**src/rtl/mm_pe_pkg.sv**
```systemverilog
package mm_pe_pkg;

  localparam int CARRY_W = 2;

  // number of words needed to hold a value of op_bits+1 bits
  function automatic int word_count(input int op_bits, input int word_w);
    return (op_bits + word_w) / word_w;
  endfunction

endpackage

```
**src/rtl/mm_word_acc.sv**
```systemverilog
module mm_word_acc
  import mm_pe_pkg::*;
#(
  parameter int WORD_W = 4
) (
  input  logic               x_bit,
  input  logic               q_bit,
  input  logic [CARRY_W-1:0] c_in,
  input  logic [WORD_W-1:0]  y_word,
  input  logic [WORD_W-1:0]  m_word,
  input  logic [WORD_W-1:0]  s_word,
  output logic [WORD_W-1:0]  s_out,
  output logic [CARRY_W-1:0] c_out
);

  localparam int SUM_W = WORD_W + CARRY_W;

  logic [SUM_W-1:0] total;

  always_comb begin
    total = SUM_W'(c_in)
          + (x_bit ? SUM_W'(y_word) : '0)
          + (q_bit ? SUM_W'(m_word) : '0)
          + SUM_W'(s_word);
    s_out = total[WORD_W-1:0];
    c_out = total[SUM_W-1:WORD_W];
  end

endmodule

```
**src/rtl/mm_qbit.sv**
```systemverilog
module mm_qbit (
  input  logic x_bit,
  input  logic y_lsb,
  input  logic s_lsb,
  output logic q_bit
);

  // makes the low bit of S + x*Y + q*M even
  assign q_bit = (x_bit & y_lsb) ^ s_lsb;

endmodule

```
**src/rtl/mm_fwd_pipe.sv**
```systemverilog
module mm_fwd_pipe #(
  parameter int WIDTH = 8,
  parameter int DEPTH = 2
) (
  input  logic             clk,
  input  logic             rst,
  input  logic             vld_in,
  input  logic [WIDTH-1:0] data_in,
  output logic             vld_out,
  output logic [WIDTH-1:0] data_out
);

  logic [DEPTH-1:0]            vld_r;
  logic [DEPTH-1:0][WIDTH-1:0] dat_r;

  always_ff @(posedge clk) begin
    if (rst) begin
      vld_r <= '0;
      dat_r <= '0;
    end else begin
      for (int k = DEPTH - 1; k > 0; k--) begin
        vld_r[k] <= vld_r[k-1];
        dat_r[k] <= dat_r[k-1];
      end
      vld_r[0] <= vld_in;
      dat_r[0] <= data_in;
    end
  end

  assign vld_out  = vld_r[DEPTH-1];
  assign data_out = dat_r[DEPTH-1];

endmodule

```
**src/rtl/mm_shift_out.sv**
```systemverilog
module mm_shift_out #(
  parameter int WORD_W = 4
) (
  input  logic              clk,
  input  logic              rst,
  input  logic              emit,
  input  logic              msb_in,
  input  logic [WORD_W-2:0] prev_hi,
  output logic [WORD_W-1:0] out_word
);

  always_ff @(posedge clk) begin
    if (rst) begin
      out_word <= '0;
    end else if (emit) begin
      out_word <= {msb_in, prev_hi};
    end
  end

endmodule

```
**src/rtl/mm_radix2_pe.sv**
```systemverilog
module mm_radix2_pe
  import mm_pe_pkg::*;
#(
  parameter int OP_BITS = 16,
  parameter int WORD_W  = 4
) (
  input  logic              clk,
  input  logic              rst,
  input  logic              in_valid,
  input  logic              in_first,
  input  logic              in_x,
  input  logic [WORD_W-1:0] in_y,
  input  logic [WORD_W-1:0] in_m,
  input  logic [WORD_W-1:0] in_s,
  output logic              out_valid,
  output logic              out_first,
  output logic              out_x,
  output logic              out_q,
  output logic [WORD_W-1:0] out_y,
  output logic [WORD_W-1:0] out_m,
  output logic [WORD_W-1:0] out_s
);

  localparam int NUM_WORDS = word_count(OP_BITS, WORD_W);
  localparam int CNT_W     = (NUM_WORDS > 1) ? $clog2(NUM_WORDS) : 1;
  localparam int FWD_W     = 3 + 2 * WORD_W;
  localparam int FWD_DEPTH = 2;

  // column state
  logic               x_q;
  logic               q_q;
  logic [CARRY_W-1:0] carry_q;
  logic [WORD_W-2:0]  sprev_hi;
  logic               flush_pend;
  logic [CNT_W-1:0]   cnt_q;

  // per-word datapath
  logic               q_new;
  logic               x_use;
  logic               q_use;
  logic [CARRY_W-1:0] c_in;
  logic [WORD_W-1:0]  sum_w;
  logic [CARRY_W-1:0] c_out;
  logic               is_last;
  logic               emit_word;
  logic               emit_hi;

  mm_qbit u_qbit (
    .x_bit (in_x),
    .y_lsb (in_y[0]),
    .s_lsb (in_s[0]),
    .q_bit (q_new)
  );

  always_comb begin
    x_use   = in_first ? in_x  : x_q;
    q_use   = in_first ? q_new : q_q;
    c_in    = in_first ? '0    : carry_q;
    is_last = in_first ? (NUM_WORDS == 1) : (cnt_q == CNT_W'(NUM_WORDS - 1));
  end

  mm_word_acc #(.WORD_W(WORD_W)) u_acc (
    .x_bit  (x_use),
    .q_bit  (q_use),
    .c_in   (c_in),
    .y_word (in_y),
    .m_word (in_m),
    .s_word (in_s),
    .s_out  (sum_w),
    .c_out  (c_out)
  );

  always_ff @(posedge clk) begin
    if (rst) begin
      x_q        <= 1'b0;
      q_q        <= 1'b0;
      carry_q    <= '0;
      sprev_hi   <= '0;
      flush_pend <= 1'b0;
      cnt_q      <= '0;
    end else begin
      flush_pend <= in_valid && is_last;
      if (in_valid) begin
        carry_q  <= c_out;
        sprev_hi <= sum_w[WORD_W-1:1];
        cnt_q    <= in_first ? CNT_W'(1) : cnt_q + CNT_W'(1);
        if (in_first) begin
          x_q <= in_x;
          q_q <= q_new;
        end
      end
    end
  end

  // a shifted word leaves once the lsb of the word above is known;
  // the top word borrows its msb from the final carry
  always_comb begin
    emit_word = flush_pend || (in_valid && !in_first);
    emit_hi   = flush_pend ? carry_q[0] : sum_w[0];
  end

  mm_shift_out #(.WORD_W(WORD_W)) u_shift (
    .clk      (clk),
    .rst      (rst),
    .emit     (emit_word),
    .msb_in   (emit_hi),
    .prev_hi  (sprev_hi),
    .out_word (out_s)
  );

  logic [FWD_W-1:0] fwd_in;
  logic [FWD_W-1:0] fwd_out;

  assign fwd_in = {in_first, x_use, q_use, in_y, in_m};

  mm_fwd_pipe #(.WIDTH(FWD_W), .DEPTH(FWD_DEPTH)) u_fwd (
    .clk      (clk),
    .rst      (rst),
    .vld_in   (in_valid),
    .data_in  (fwd_in),
    .vld_out  (out_valid),
    .data_out (fwd_out)
  );

  assign out_first = fwd_out[FWD_W-1];
  assign out_x     = fwd_out[FWD_W-2];
  assign out_q     = fwd_out[FWD_W-3];
  assign out_y     = fwd_out[2*WORD_W-1:WORD_W];
  assign out_m     = fwd_out[WORD_W-1:0];

endmodule

```
**config.mk**
```make
export PLATFORM = sky130hd
export DESIGN_NAME = mm_radix2_pe
export DESIGN_NICKNAME = d
export VERILOG_FILES = /design/src/rtl/mm_pe_pkg.sv /design/src/rtl/mm_word_acc.sv /design/src/rtl/mm_qbit.sv /design/src/rtl/mm_fwd_pipe.sv /design/src/rtl/mm_shift_out.sv /design/src/rtl/mm_radix2_pe.sv
export SDC_FILE = /design/constraint.sdc
export NUM_CORES = 1
export LEC_CHECK = 0
export ABC_AREA = 1
export BUFFER_PORTS_ARGS = -buffer_cell sky130_fd_sc_hd__buf_2
export CORE_ASPECT_RATIO = 0.6
export CORE_UTILIZATION = 55
export DETAILED_ROUTE_END_ITERATION = 10
export MAX_ROUTING_LAYER = met4
export PLACE_DENSITY_LB_ADDON = 0.15
export SLEW_MARGIN = 40
export SYNTH_ARGS = -nofsm -noshare
export SYNTH_HDL_FRONTEND = slang
export SYNTH_HIERARCHICAL = 1
export SYNTH_SLANG_ARGS = --single-unit
```
**constraint.sdc**
```tcl
create_clock -name clk -period 5.1 [get_ports clk]
set_input_delay 1.02 -clock clk [delete_from_list [all_inputs] [get_ports clk]]
set_output_delay 1.02 -clock clk [all_outputs]
set_load 0.01 [all_outputs]
```
## Yosys cells after proc, flatten, opt, wreduce, memory -nomap -nowiden

Index checks and enable logic that the tools add are counted.

- Add/subtract/negate cells: 4
- Eq/ne operators: 1
- Multiplexer cells: 8
- Bitwise logic cells: 2
- Reductions and logical operators: 4

Operator list:

| operator | count |
|---|---|
| 4-bit two-way mux | 2 |
| 2-bit by 6-bit adder with 6-bit output | 1 |
| 6-bit by 4-bit adder with 6-bit output | 1 |
| 6-bit adder | 1 |
| 1-bit two-way mux | 4 |
| 3-bit by 1-bit adder with 3-bit output, second input constant | 1 |
| 3-bit == test, second input constant | 1 |
| 3-bit two-way mux | 1 |
| 1-bit logical AND | 2 |
| 2-bit two-way mux | 1 |
| 1-bit bitwise AND | 1 |
| 1-bit logical NOT | 1 |
| 1-bit logical OR | 1 |
| 1-bit bitwise XOR | 1 |

- Register bits: 39
- Output and inout bits: 16

## Logic depth before layout (Yosys ltp)

Gate-level depths: netlist (run 1).

- Depth after elaboration: 7
- Mapped depth: 16

## By module

The synthesis (run 1) kept the hierarchy.

By module, submodules not included:

| module | times used | cells an instance | area an instance (µm²) |
|---|---|---|---|
| mm_fwd_pipe | 1 | 85 | 765.7 |
| mm_radix2_pe | 1 | 72 | 509.2 |
| mm_word_acc | 1 | 43 | 335.3 |
| mm_shift_out | 1 | 26 | 172.7 |
| mm_qbit | 1 | 5 | 20.0 |

## Worst setup path after synthesis (run 1)

Ideal clock, no wire load.

- Path type: in2reg
- Start: input port in_first
- End: register carry_q[1]
- Library setup time: 116 ps
- Arrival time: 3246 ps
- Required time: 4984 ps
- Setup slack: 1738 ps
- Stages: 13
- Cell sequence: inv_2 nand2_1 nand2_1 nand2_1 fa_1 inv_1 fa_1 ha_1 fa_1 a21oi_1 o21bai_1 nor2_1 nor2_1

- Word-level cells in the longest chain between the ends: 5
- Elaborated cells on any way between the ends: 8
- Classes of those cells: add/sub: 3; mux: 5

Ends and longest elaborated chain:

| item | line | RTL |
|---|---|---|
| start, declared | mm_radix2_pe.sv:10 | `input logic in_first,` |
| 1-bit two-way mux | -- |  |
| named net x_use | mm_radix2_pe.sv:39 | `logic x_use;` |
| 4-bit two-way mux | mm_word_acc.sv:22 | `+ (x_bit ? SUM_W'(y_word) : '0)` |
| 2-bit by 6-bit adder with 6-bit output | mm_word_acc.sv:22 |  |
| 6-bit adder | mm_word_acc.sv:23 | `+ (q_bit ? SUM_W'(m_word) : '0)` |
| 6-bit by 4-bit adder with 6-bit output | mm_word_acc.sv:24 | `+ SUM_W'(s_word);` |
| named net c_out[1] | mm_radix2_pe.sv:43 | `logic [CARRY_W-1:0] c_out;` |
| end signal, assigned | mm_radix2_pe.sv:84 | `carry_q <= c_out;` |
| end, declared | mm_radix2_pe.sv:32 | `logic [CARRY_W-1:0] carry_q;` |

The timed path passes the listed nets, and every way through them passes these cells.
A chain may end at the register's enable or synchronous reset.

## Final worst setup path (run 1)

Same ends and word-level chain as after synthesis.

==> flow_summary_export.csv, run 1 <==
group,metric,value,unit
run_status,status,"finished, final reports clean",
pwr,switching_share,0.245,
timing,slew_headroom,0.647,
yosys,ys.flop_type,"dfxtp_1",
floorplan,die-area,3520,sq um
yosys,synth-compound-area-share,0.0389,
yosys,post_synth_xor_area_fraction,0.00486,
timing,tightest_slew,530,ps
cts,hold_buffers,0,
critical_path,cp_cell_sequence,"buf_2 > inv_2 > nand2_1 > nand2_1 > nand2_1 > fa_1 > inv_1 > fa_1 > ha_1 > fa_1 > a21oi_1 > o21bai_1 > nor2_1 > nor2_1",
timing,finalCriticalPeriod,3470,ps
placed_design,dp_hpwl,2120,um
drt,viasPerCell,4.53,
layout,post-route-util,0.672,
timing,setup_viol,0,
cts,cts_setup_buffers,0,
yosys,synth_edf_count,0,
yosys,synthAdderAreaFrac,0.129,
cts,htreeDepth,2,
critical_path,crit_path_start_kind,"primary input",
timing,finClkSkew,5.04,ps
cts,cts_buffer_depth,2,
drt,ant_nets,0,
pwr,switchingPower,168,uW
yosys,async_flop_share,0,
pwr,leakage,1.12,nW
critical_path,max_stage_delay,490,ps
yosys,muxShareOfSynthArea,0,
pwr,peakVddDrop,180,uV
yosys,synthTopCellsByCount,"50 x inv_1, 50 x nor2_1, 39 x dfxtp_1, 34 x nand2_1, 11 x buf_4",
timing,tns,0,ps
pwr,clockPowerShare,0.379,
yosys,syn_avg_cell_area,7.81,sq um
layout,post_route_cells_drive_above_1_share,0.184,
timing,fin_crit_sh,0.680,
floorplan,die_y,46.4,um
yosys,ys_ff_latch,39,
cts,clock-sinks,39,
worst_hold_path,hold_class,"reg2reg",
global_route,grt_use_total,0.192,
critical_path,critPathCaptureType,"register",
floorplan,rows,15,
global_route,antenna_found_initial,0,
critical_path,critPathArrivalTime,3650,ps
drt,routed_wl,2890,um
placed_design,gp_congestion,0.832,
timing,rsz0062_at_grt,"false",
layout,nets,287,
timing,max_freq,288,MHz
global_route,grt_pass1_vias,1109,
floorplan,pin_count,33,
pwr,seq_power_share,0.477,
yosys,synth_top_area_frac,0.433,
floorplan,coreArea,2980,sq um
placed_design,portBuffers,32,
timing,finalHoldViolCount,0,
layout,fin_area,2010,sq um
cts,cts-root-buf,"clkbuf_8",
critical_path,crit_type,"in2reg",
yosys,netlist-cell-type-count,22,
pwr,p_int,520,uW
placed_design,place_area,1890,sq um
yosys,yosys.area.top_type,"dfxtp_1",
cts,cts_tree,"done",
yosys,synth_top_family_by_area,"simple AND/OR/NAND/NOR gates",
global_route,grt_pass1_wl,4850,um
layout,diodes,0,
yosys,synthTopCellsByArea,"dfxtp_1 43%, inv_1 10%, nor2_1 10%",
floorplan,start_util,0.604,
cts,numCtsBuffers,5,
cts,ctsResizeCount,0,
pwr,comb_power_share,0.144,
yosys,seq_area_frac_synth,0.433,
yosys,syn_nets,263,
timing,slew_viol_final,0,
layout,area_growth,11.2,%
global_route,grt_max_degree,30,
drt,initialDrtViolationCount,67,
yosys,synthCells,231,
floorplan,die_width,75.9,um
cts,clk_pin_slew_worst_paths,70,ps
yosys,yosys_warnings,6,
critical_path,cp.required,5280,ps
drt,drc,0,
pwr,powerDensity,343,nW/um^2
drt,dr.pass1.iters,4,
drt,wl_per_cell,9.68,um
critical_path,path_max_fanout,8,
flow_run,drv_cap,0,
drt,dr_total_vias,1349,
yosys,synth-simple-area-share,0.213,
global_route,overflow,0,
critical_path,worst_path_max_delay_cell,"fa_1",
timing,whs,403,ps
yosys,synthesis.area,1800,sq um
cts,insertion_delay,280,ps
## logic make-up after synthesis
kind of cell	count (synthesis)
adders and majority gates	15
DFF	39
buffers and inverters	68
and+or+nand+nor	96
xor gates and xnor gates	1
AOI/OAI and AO/OA	12
## layout make-up
cell class / instances / area (sq um)
clock inverter: 2 / 35.0
tap: 42 / 52.6
clock buffer: 6 / 82.6
sequential: 39 / 781
timing repair buffer: 32 / 160
inverter: 53 / 199
multi-input combinational: 124 / 696
fill: 268 / 978
## layer usage
metal | wire length [um] | track usage
met1 | 1480 | 0.249
met4 | 31 | 0.0808
met5 | 0 | -
met3 | 193 | 0.0594
met2 | 1180 | 0.282
## power by group through the flow
| stage | clock, mW | combinational, mW | sequential (mW) |
|---|---|---|---|
| 2_1_floorplan | 0 | 0.0747 | 0.336 |
| 3_3_place_gp | 0 | 0.0965 | 0.335 |
| 3_5_place_dp | 0 | 0.0982 | 0.335 |
| 4_1_cts | 0.266 | 0.0995 | 0.328 |
| 5_1_grt | 0.276 | 0.117 | 0.330 |
| 6_report | 0.261 | 0.0991 | 0.328 |
## stage by stage
step | total power [mW] | worst slack (ps) | instances
floorplan | 0.410 | 1740 | 231
global placement | 0.432 | 1450 | 290
detailed placement | 0.434 | 1360 | 290
CTS | 0.694 | 1650 | 298
global route | 0.723 | 1440 | 298
finish | 0.688 | 1630 | 298
## cells in the final DEF (no fill, tap or decap), drive strengths merged
cell type	count
xor2	1
a21oi	4
o21bai	1
bufinv	1
inv	53
o21ai	7
ha	9
nand4	1
clkbuf	6
fa	6
nor2	51
or2	1
dfxtp	39
clkinv	1
nor3	1
nand3	8
buf	32
nand2	34
## sequential cells by signal (all words and copies together), names as in the netlist
| signal | cells |
|---|---|
| u_fwd/dat_r | 11 |
| u_fwd/data_out | 11 |
| u_shift/out_word | 4 |
| cnt_q | 3 |
| sprev_hi | 3 |
| carry_q | 2 |
| u_fwd/vld_r | 2 |
| flush_pend | 1 |
| q_q | 1 |
| x_q | 1 |
## critical path, delay by kind of cell
| family | cells | cell delay [ps] |
|---|---|---|
| AOI/OAI and AO/OA | 2 | 210 |
| buffers and inverters | 3 | 310 |
| and+or+nand+nor | 5 | 480 |
| adders and majority gates | 4 | 1630 |
## path summary, 6_finish.rpt
check | slack [ps] | depth (start not counted) | end | startpoint
worst max register to register | 2280 | 12 | carry_q[1] | x_q
worst max-delay path | 1630 | 14 | carry_q[1] | in_first
worst min-delay path | 400 | 2 | u_fwd/data_out[3] | u_fwd/dat_r[3]
worst min register to register | 400 | 2 | u_fwd/data_out[3] | u_fwd/dat_r[3]
No activity file was read; power rests on OpenSTA's default activity.
==> run 2: changes to the inputs <==
--- a/config.mk
+++ b/config.mk
@@ -5,10 +5,10 @@
 export SDC_FILE = /design/constraint.sdc
 export NUM_CORES = 1
 export LEC_CHECK = 0
-export ABC_AREA = 1
+export ABC_AREA = 0
 export BUFFER_PORTS_ARGS = -buffer_cell sky130_fd_sc_hd__buf_2
 export CORE_ASPECT_RATIO = 0.6
-export CORE_UTILIZATION = 55
+export CORE_UTILIZATION = 49
 export DETAILED_ROUTE_END_ITERATION = 10
 export MAX_ROUTING_LAYER = met4
 export PLACE_DENSITY_LB_ADDON = 0.15
==> constraint.sdc (replaced) <==
create_clock -name clk -period 2.9 [get_ports clk]
set_input_delay 0.58 -clock clk [delete_from_list [all_inputs] [get_ports clk]]
set_output_delay 0.58 -clock clk [all_outputs]
set_load 0.01 [all_outputs]
==> run 2 against run 1 <==
Compared with the run above:
- die area is 11% higher
- routed wire length is 0.10% higher
- synthesized cell count is 31% lower
- via count is 19% lower
- worst hold slack better by 33 ps
- sequential share of layout area is 1.7 points lower
- utilization is 4.8 points lower
- critical endpoint unchanged
==> flow_summary_export.csv, run 2 <==
group,metric,value,unit
drt,dr_total_vias,1095,
pwr,powerDensity,588,nW/um^2
floorplan,die_y,48.8,um
yosys,netlist-cell-type-count,31,
drt,initialDrtViolationCount,32,
layout,area_growth,17.4,%
pwr,peakVddDrop,340,uV
worst_hold_path,hold_class,"reg2reg",
yosys,synth_most_common_cell,"dfxtp_1",
critical_path,crit_type,"in2reg",
yosys,synthTopCellsByCount,"39 x dfxtp_1, 14 x nor2b_2, 12 x buf_4, 10 x nor2_1",
pwr,seq_power_share,0.467,
run_status,status,"finished, final reports clean",
timing,tightest_slew,336,ps
global_route,grt_use_total,0.182,
pwr,p_int,942,uW
yosys,ys_ff_latch,39,
timing,finClkSkew,6.58,ps
timing,finalCriticalPeriod,2850,ps
pwr,switchingPower,291,uW
global_route,grt_max_degree,24,
yosys,yosys_warnings,6,
cts,clk_pin_slew_worst_paths,80,ps
yosys,synth_edf_count,0,
placed_design,dp_hpwl,2170,um
cts,clock-sinks,39,
layout,diodes,0,
timing,finalHoldViolCount,0,
layout,mostFrequentLayoutCells,"38 x dfxtp_1, 31 x buf_2, 15 x nor2b_2",
yosys,synthTopCellsByArea,"dfxtp_1 44%, nor2b_2 6.9%, fa_1 6.7%",
critical_path,critPathCaptureType,"register",
cts,cts_tree,"done",
global_route,busiest_layer,"met2",
timing,setup_ws,54.1,ps
critical_path,path_max_fanout,7,
layout,nets,222,
drt,viasPerCell,4.64,
critical_path,reg2reg_depth,11,
timing,setup_viol,0,
yosys,yosys.area.top_type,"dfxtp_1",
placed_design,portBuffers,32,
global_route,grtUsageMet2,0.249,
yosys,synthesis.area,1790,sq um
floorplan,die-area,3900,sq um
drt,dr.pass1.iters,3,
floorplan,coreArea,3360,sq um
drt,routed_wl,2890,um
layout,post_route_cells_drive_above_1_share,0.419,
critical_path,cp.required,3080,ps
cts,numCtsBuffers,5,
global_route,use_met1,0.227,
critical_path,critPathArrivalTime,3030,ps
timing,slew_viol_final,0,
yosys,syn_avg_cell_area,11.2,sq um
global_route,antenna_found_initial,0,
pwr,clockPowerShare,0.379,
yosys,ys.flop_type,"dfxtp_1",
global_route,gr-usage-met3,0.0916,
drt,drc,0,
cts,cts_buffer_depth,2,
layout,mostFrequentLayoutCell,"dfxtp_1",
cts,htreeDepth,2,
yosys,seq_area_frac_synth,0.437,
global_route,grt_pass1_wl,4960,um
placed_design,gp_congestion,0.735,
global_route,overflow,0,
timing,tns,0,ps
critical_path,crit_path_start_kind,"primary input",
cts,insertion_delay,300,ps
timing,fin_crit_sh,0.981,
cts,hold_buffers,0,
yosys,syn_nets,192,
timing,slew_headroom,0.776,
timing,rsz0062_at_grt,"true",
global_route,grt_pass1_vias,1130,
floorplan,die_width,80.0,um
placed_design,dp_slack,-337,ps
flow_run,drv_cap,0,
floorplan,rows,16,
floorplan,pin_count,33,
worst_hold_path,min_delay_path_depth,1,
timing,whs,436,ps
pwr,switching_share,0.236,
yosys,synthCells,160,
cts,cts-root-buf,"clkbuf_8",
timing,max_freq,351,MHz
drt,wl_per_cell,12.2,um
yosys,async_flop_share,0,
drt,ant_nets,0,
yosys,synth_top_area_frac,0.437,
pwr,comb_power_share,0.154,
floorplan,start_util,0.532,
pwr,leakage,1.01,nW
-- run 2: cell types whose count changed after synthesis, moves of 3 or more --
cell      before  now
mux2_2         0    3
inv_2          3    0
nor2b_1        0    8
nand2_1       34    2
nand3_1        7    2
and2_1         0    7
nor2b_2        0   14
nor2_1        50   10
and2b_1        0    4
a21o_1         0    3
o21ai_0        5    0
inv_1         50    7
mux2i_1        0    9
nand2b_1       0    4
-- run 2: worst paths after layout --
| path | slack, ps | endpoint | start |
|---|---|---|---|
| setup reg to reg | 130 | carry_q[1] | carry_q[1] |
| hold reg to reg | 440 | u_fwd/data_out[5] | u_fwd/dat_r[5] |
| setup / recovery | 50 | carry_q[1] | in_first |
| hold / removal | 440 | u_fwd/data_out[5] | u_fwd/dat_r[5] |
-- run 2: power groups by stage --
stage                     Combinational, mW  Clock, mW  Sequential, mW
after global placement                0.176          0           0.587
after floorplan                       0.131          0           0.588
final                                 0.190      0.468           0.575
after global routing                  0.213      0.509           0.579
after CTS                             0.188      0.479           0.576
after detailed placement              0.181          0           0.588
-- run 2: cell type report --
class	count	area, sq um
Tap cell	45	56.3
Sequential cell	39	782
Fill cell	282	1260
Clock inverter	2	35.0
Timing Repair Buffer	40	235
Inverter	7	26.3
Multi-Input combinational cell	97	881
Clock buffer	6	82.6
-- run 2: per-stage QoR --
stage | utilization | instances | power (mW) | instance area (sq um)
2_1_floorplan | - | 160 | 0.718 | 1810
3_5_place_dp | 0.576 | 227 | 0.769 | 1940
4_1_cts | 0.616 | 235 | 1.24 | 2070
5_1_grt | 0.624 | 236 | 1.30 | 2100
3_3_place_gp | 0.576 | 227 | 0.763 | 1940
6_report | 0.624 | 236 | 1.23 | 2100
-- run 2: timing repair --
item                       CTS  global route
cloned                       0             0
buffers inserted             0             1
pin swaps                    0             1
gates resized for setup      2             7
setup endpoints to repair    1             3
-- run 2: kinds of logic after synthesis --
| kind of cell | after synthesis | synth area share |
|---|---|---|
| adder cells (fa/ha/maj) | 15 | 0.130 |
| multiplexers | 12 | 0.0693 |
| AND/OR/NAND/NOR | 56 | 0.208 |
| flip-flops | 39 | 0.437 |
| XOR/XNOR | 3 | 0.0147 |
| buffers and inverters | 24 | 0.0889 |
| AO/OA/AOI/OAI | 11 | 0.0525 |
-- run 2: critical path, cell delays in order --
cell	delay [ps]
buf_12	110
mux2_4	220
nand2_2	50
fa_1	500
inv_2	40
fa_1	480
ha_2	210
fa_2	340
a21o_1	160
a21o_1	160
mux2i_1	130
nor2_1	50
-- run 2: layer usage --
| layer | part of all wire | wire length [um] |
|---|---|---|
| met5 | 0 | 0 |
| met4 | 0.0076 | 22 |
| met1 | 0.49 | 1410 |
| met2 | 0.45 | 1290 |
| met3 | 0.058 | 167 |
==> run 3: changes to the inputs <==
--- a/config.mk
+++ b/config.mk
@@ -7,11 +7,15 @@
 export LEC_CHECK = 0
 export ABC_AREA = 0
 export BUFFER_PORTS_ARGS = -buffer_cell sky130_fd_sc_hd__buf_2
+export CELL_PAD_IN_SITES_DETAIL_PLACEMENT = 1
+export CELL_PAD_IN_SITES_GLOBAL_PLACEMENT = 2
 export CORE_ASPECT_RATIO = 0.6
-export CORE_UTILIZATION = 49
+export CORE_MARGIN = 8
+export CORE_UTILIZATION = 32
 export DETAILED_ROUTE_END_ITERATION = 10
 export MAX_ROUTING_LAYER = met4
 export PLACE_DENSITY_LB_ADDON = 0.15
+export REMOVE_ABC_BUFFERS = 1
 export SLEW_MARGIN = 40
 export SYNTH_ARGS = -nofsm -noshare
 export SYNTH_HDL_FRONTEND = slang
==> run 3 against run 2 <==
Compared with the run above:
- sequential cell count stayed put
- global-route usage is 8.5 points lower
- critical path type unchanged
- fmax is 1.7% lower
- sequential share of layout area fell by 0.67 points
- via count grew 2.4%
- worst setup slack lost 49 ps
- cell count increased by 11%
- total power fell by 6.2%
- critical path depth decreased by 1
- utilization decreased by 24 points
- sequential power barely moved
==> flow_summary_export.csv, run 3 (synthesis gave the netlist of run 2 again) <==
group,metric,value,unit
pwr,p_int,843,uW
global_route,overflow,0,
drt,ant_nets,0,
drt,dr.pass1.iters,4,
pwr,leakage,1.01,nW
cts,cts_buffer_depth,2,
pwr,switching_share,0.271,
timing,rsz0062_at_grt,"true",
worst_hold_path,hold_class,"reg2reg",
pwr,clockPowerShare,0.326,
cts,hold_buffers,0,
global_route,antenna_found_initial,0,
critical_path,critPathCaptureType,"register",
drt,drc,0,
critical_path,r2r_start,"x_q",
cts,cts-root-buf,"clkbuf_8",
drt,wl_per_cell,13.4,um
floorplan,die_y,73.9,um
floorplan,start_util,0.326,
layout,post_route_cells_drive_above_1_share,0.435,
layout,nets,224,
placed_design,portBuffers,32,
cts,clk_pin_slew_worst_paths,80,ps
timing,setup_viol,0,
layout,mostFrequentLayoutCell,"dfxtp_1",
global_route,grt_pass1_vias,1167,
floorplan,pin_count,33,
global_route,grt_pass1_wl,5890,um
placed_design,dp_hpwl,2740,um
floorplan,coreArea,5490,sq um
timing,tightest_slew,685,ps
critical_path,path_max_fanout,4,
drt,viasPerCell,4.28,
critical_path,r2r-end,"sprev_hi[2]",
worst_hold_path,min_from,"u_fwd/dat_r[5]",
worst_hold_path,worstHoldEndpoint,"u_fwd/data_out[5]",
cts,htreeDepth,2,
floorplan,die-area,8310,sq um
placed_design,placed_cells,252,
cts,cts_tree,"done",
cts,numCtsBuffers,5,
pwr,switchingPower,313,uW
critical_path,critPathArrivalTime,3050,ps
layout,area_growth,19.3,%
global_route,grt_max_degree,33,
critical_path,reg2reg_depth,10,
global_route,grt_use_total,0.0963,
timing,finClkSkew,6.27,ps
timing,slew_viol_final,0,
pwr,design_power_total,1.16,mW
pwr,powerDensity,542,nW/um^2
flow_run,drv_cap,0,
timing,slew_headroom,0.543,
critical_path,crit_type,"in2reg",
layout,fill_cells,620,
layout,instances_no_fill,262,
worst_hold_path,min_delay_path_depth,1,
layout,mostFrequentLayoutCells,"39 x dfxtp_1, 30 x buf_2, 14 x nor2b_2",
timing,finalHoldViolCount,0,
floorplan,die_width,113,um
critical_path,cp.required,3060,ps
cts,insertion_delay,300,ps
pwr,comb_power_share,0.175,
critical_path,ff2ff_setup_slack,100,ps
timing,max_freq,345,MHz
layout,diodes,0,
critical_path,crit_path_start_kind,"primary input",
run_status,status,"finished, final reports clean",
drt,dr_total_vias,1121,
placed_design,gp_congestion,0.717,
pwr,peakVddDrop,198,uV
timing,fin_crit_sh,0.998,
pwr,seq_power_share,0.498,
cts,clock-sinks,39,
floorplan,rows,21,
drt,initialDrtViolationCount,25,
timing,finalCriticalPeriod,2890,ps
drt,routed_wl,3510,um
[run 3: cell types whose count changed in the layout (fill, tap and decap cells not counted), moves of 2 or more]
cell	before	now
and2_1	7	5
and2_4	0	2
buf_4	8	10
clkinvlp_4	0	2
[run 3: timing repair]
action                                  4_1_cts  5_1_grt
pin swaps                                     8        6
buffers inserted                              0        2
resized for setup                            10        7
endpoints found under the setup margin        2        3
[run 3: worst max-delay path, stage by stage]
cell	delay, ps
buf_8	100
mux2_4	320
and2_4	150
fa_2	360
fa_1	490
ha_2	210
fa_2	340
buf_4	140
xor2_1	160
mux2i_1	150
nor2_1	50
[run 3: power groups by stage]
stage | logic [mW] | registers (mW) | clock network [mW]
2_1_floorplan | 0.101 | 0.591 | 0
3_3_place_gp | 0.184 | 0.588 | 0
3_5_place_dp | 0.189 | 0.590 | 0
4_1_cts | 0.196 | 0.577 | 0.395
5_1_grt | 0.229 | 0.580 | 0.427
6_report | 0.203 | 0.576 | 0.377
[run 3: routing by layer]
metal,wire length (um),track usage,up-vias
met5,0,-,-
met3,169,0.0336,4
met4,55,0.0490,0
met2,1480,0.135,20
li1,-,-,563
met1,1800,0.120,534
[run 3: stage by stage]
stage	area [sq um]	hold WS (ps)	TNS (ps)	utilization	setup slack, ps
global route	2130	462	-175	0.388	-82.8
global placement	1960	418	-1310	0.357	-458
CTS	2080	449	-55.0	0.380	-55.0
floorplan	1660	411	-302	-	-227
finish	2130	444	0	0.388	5.39
detailed placement	1960	424	-1530	0.357	-528
[run 3: final cells by class]
class / instances / area [sq um] / area share
flip-flops and latches: 39 / 781 / 0.366
multi-input cells: 97 / 896 / 0.420
well taps: 69 / 86.3 / 0.0405
repair buffers: 42 / 251 / 0.118
inverters: 7 / 26.3 / 0.0123
clock buffers: 5 / 68.8 / 0.0323
clock inverters: 3 / 23.8 / 0.0111
[run 3: worst max path at each step]
stage          depth (start not counted)           to     start  slack, ps
2_1_floorplan                         10   carry_q[1]  in_first       -230
3_3_place_gp                          11   carry_q[1]  in_first       -460
3_5_place_dp                          11   carry_q[1]  in_first       -530
4_1_cts                               11   carry_q[1]  in_first        -50
5_1_grt                               12   carry_q[1]  in_first        -80
6_report                              11  sprev_hi[2]  in_first          5
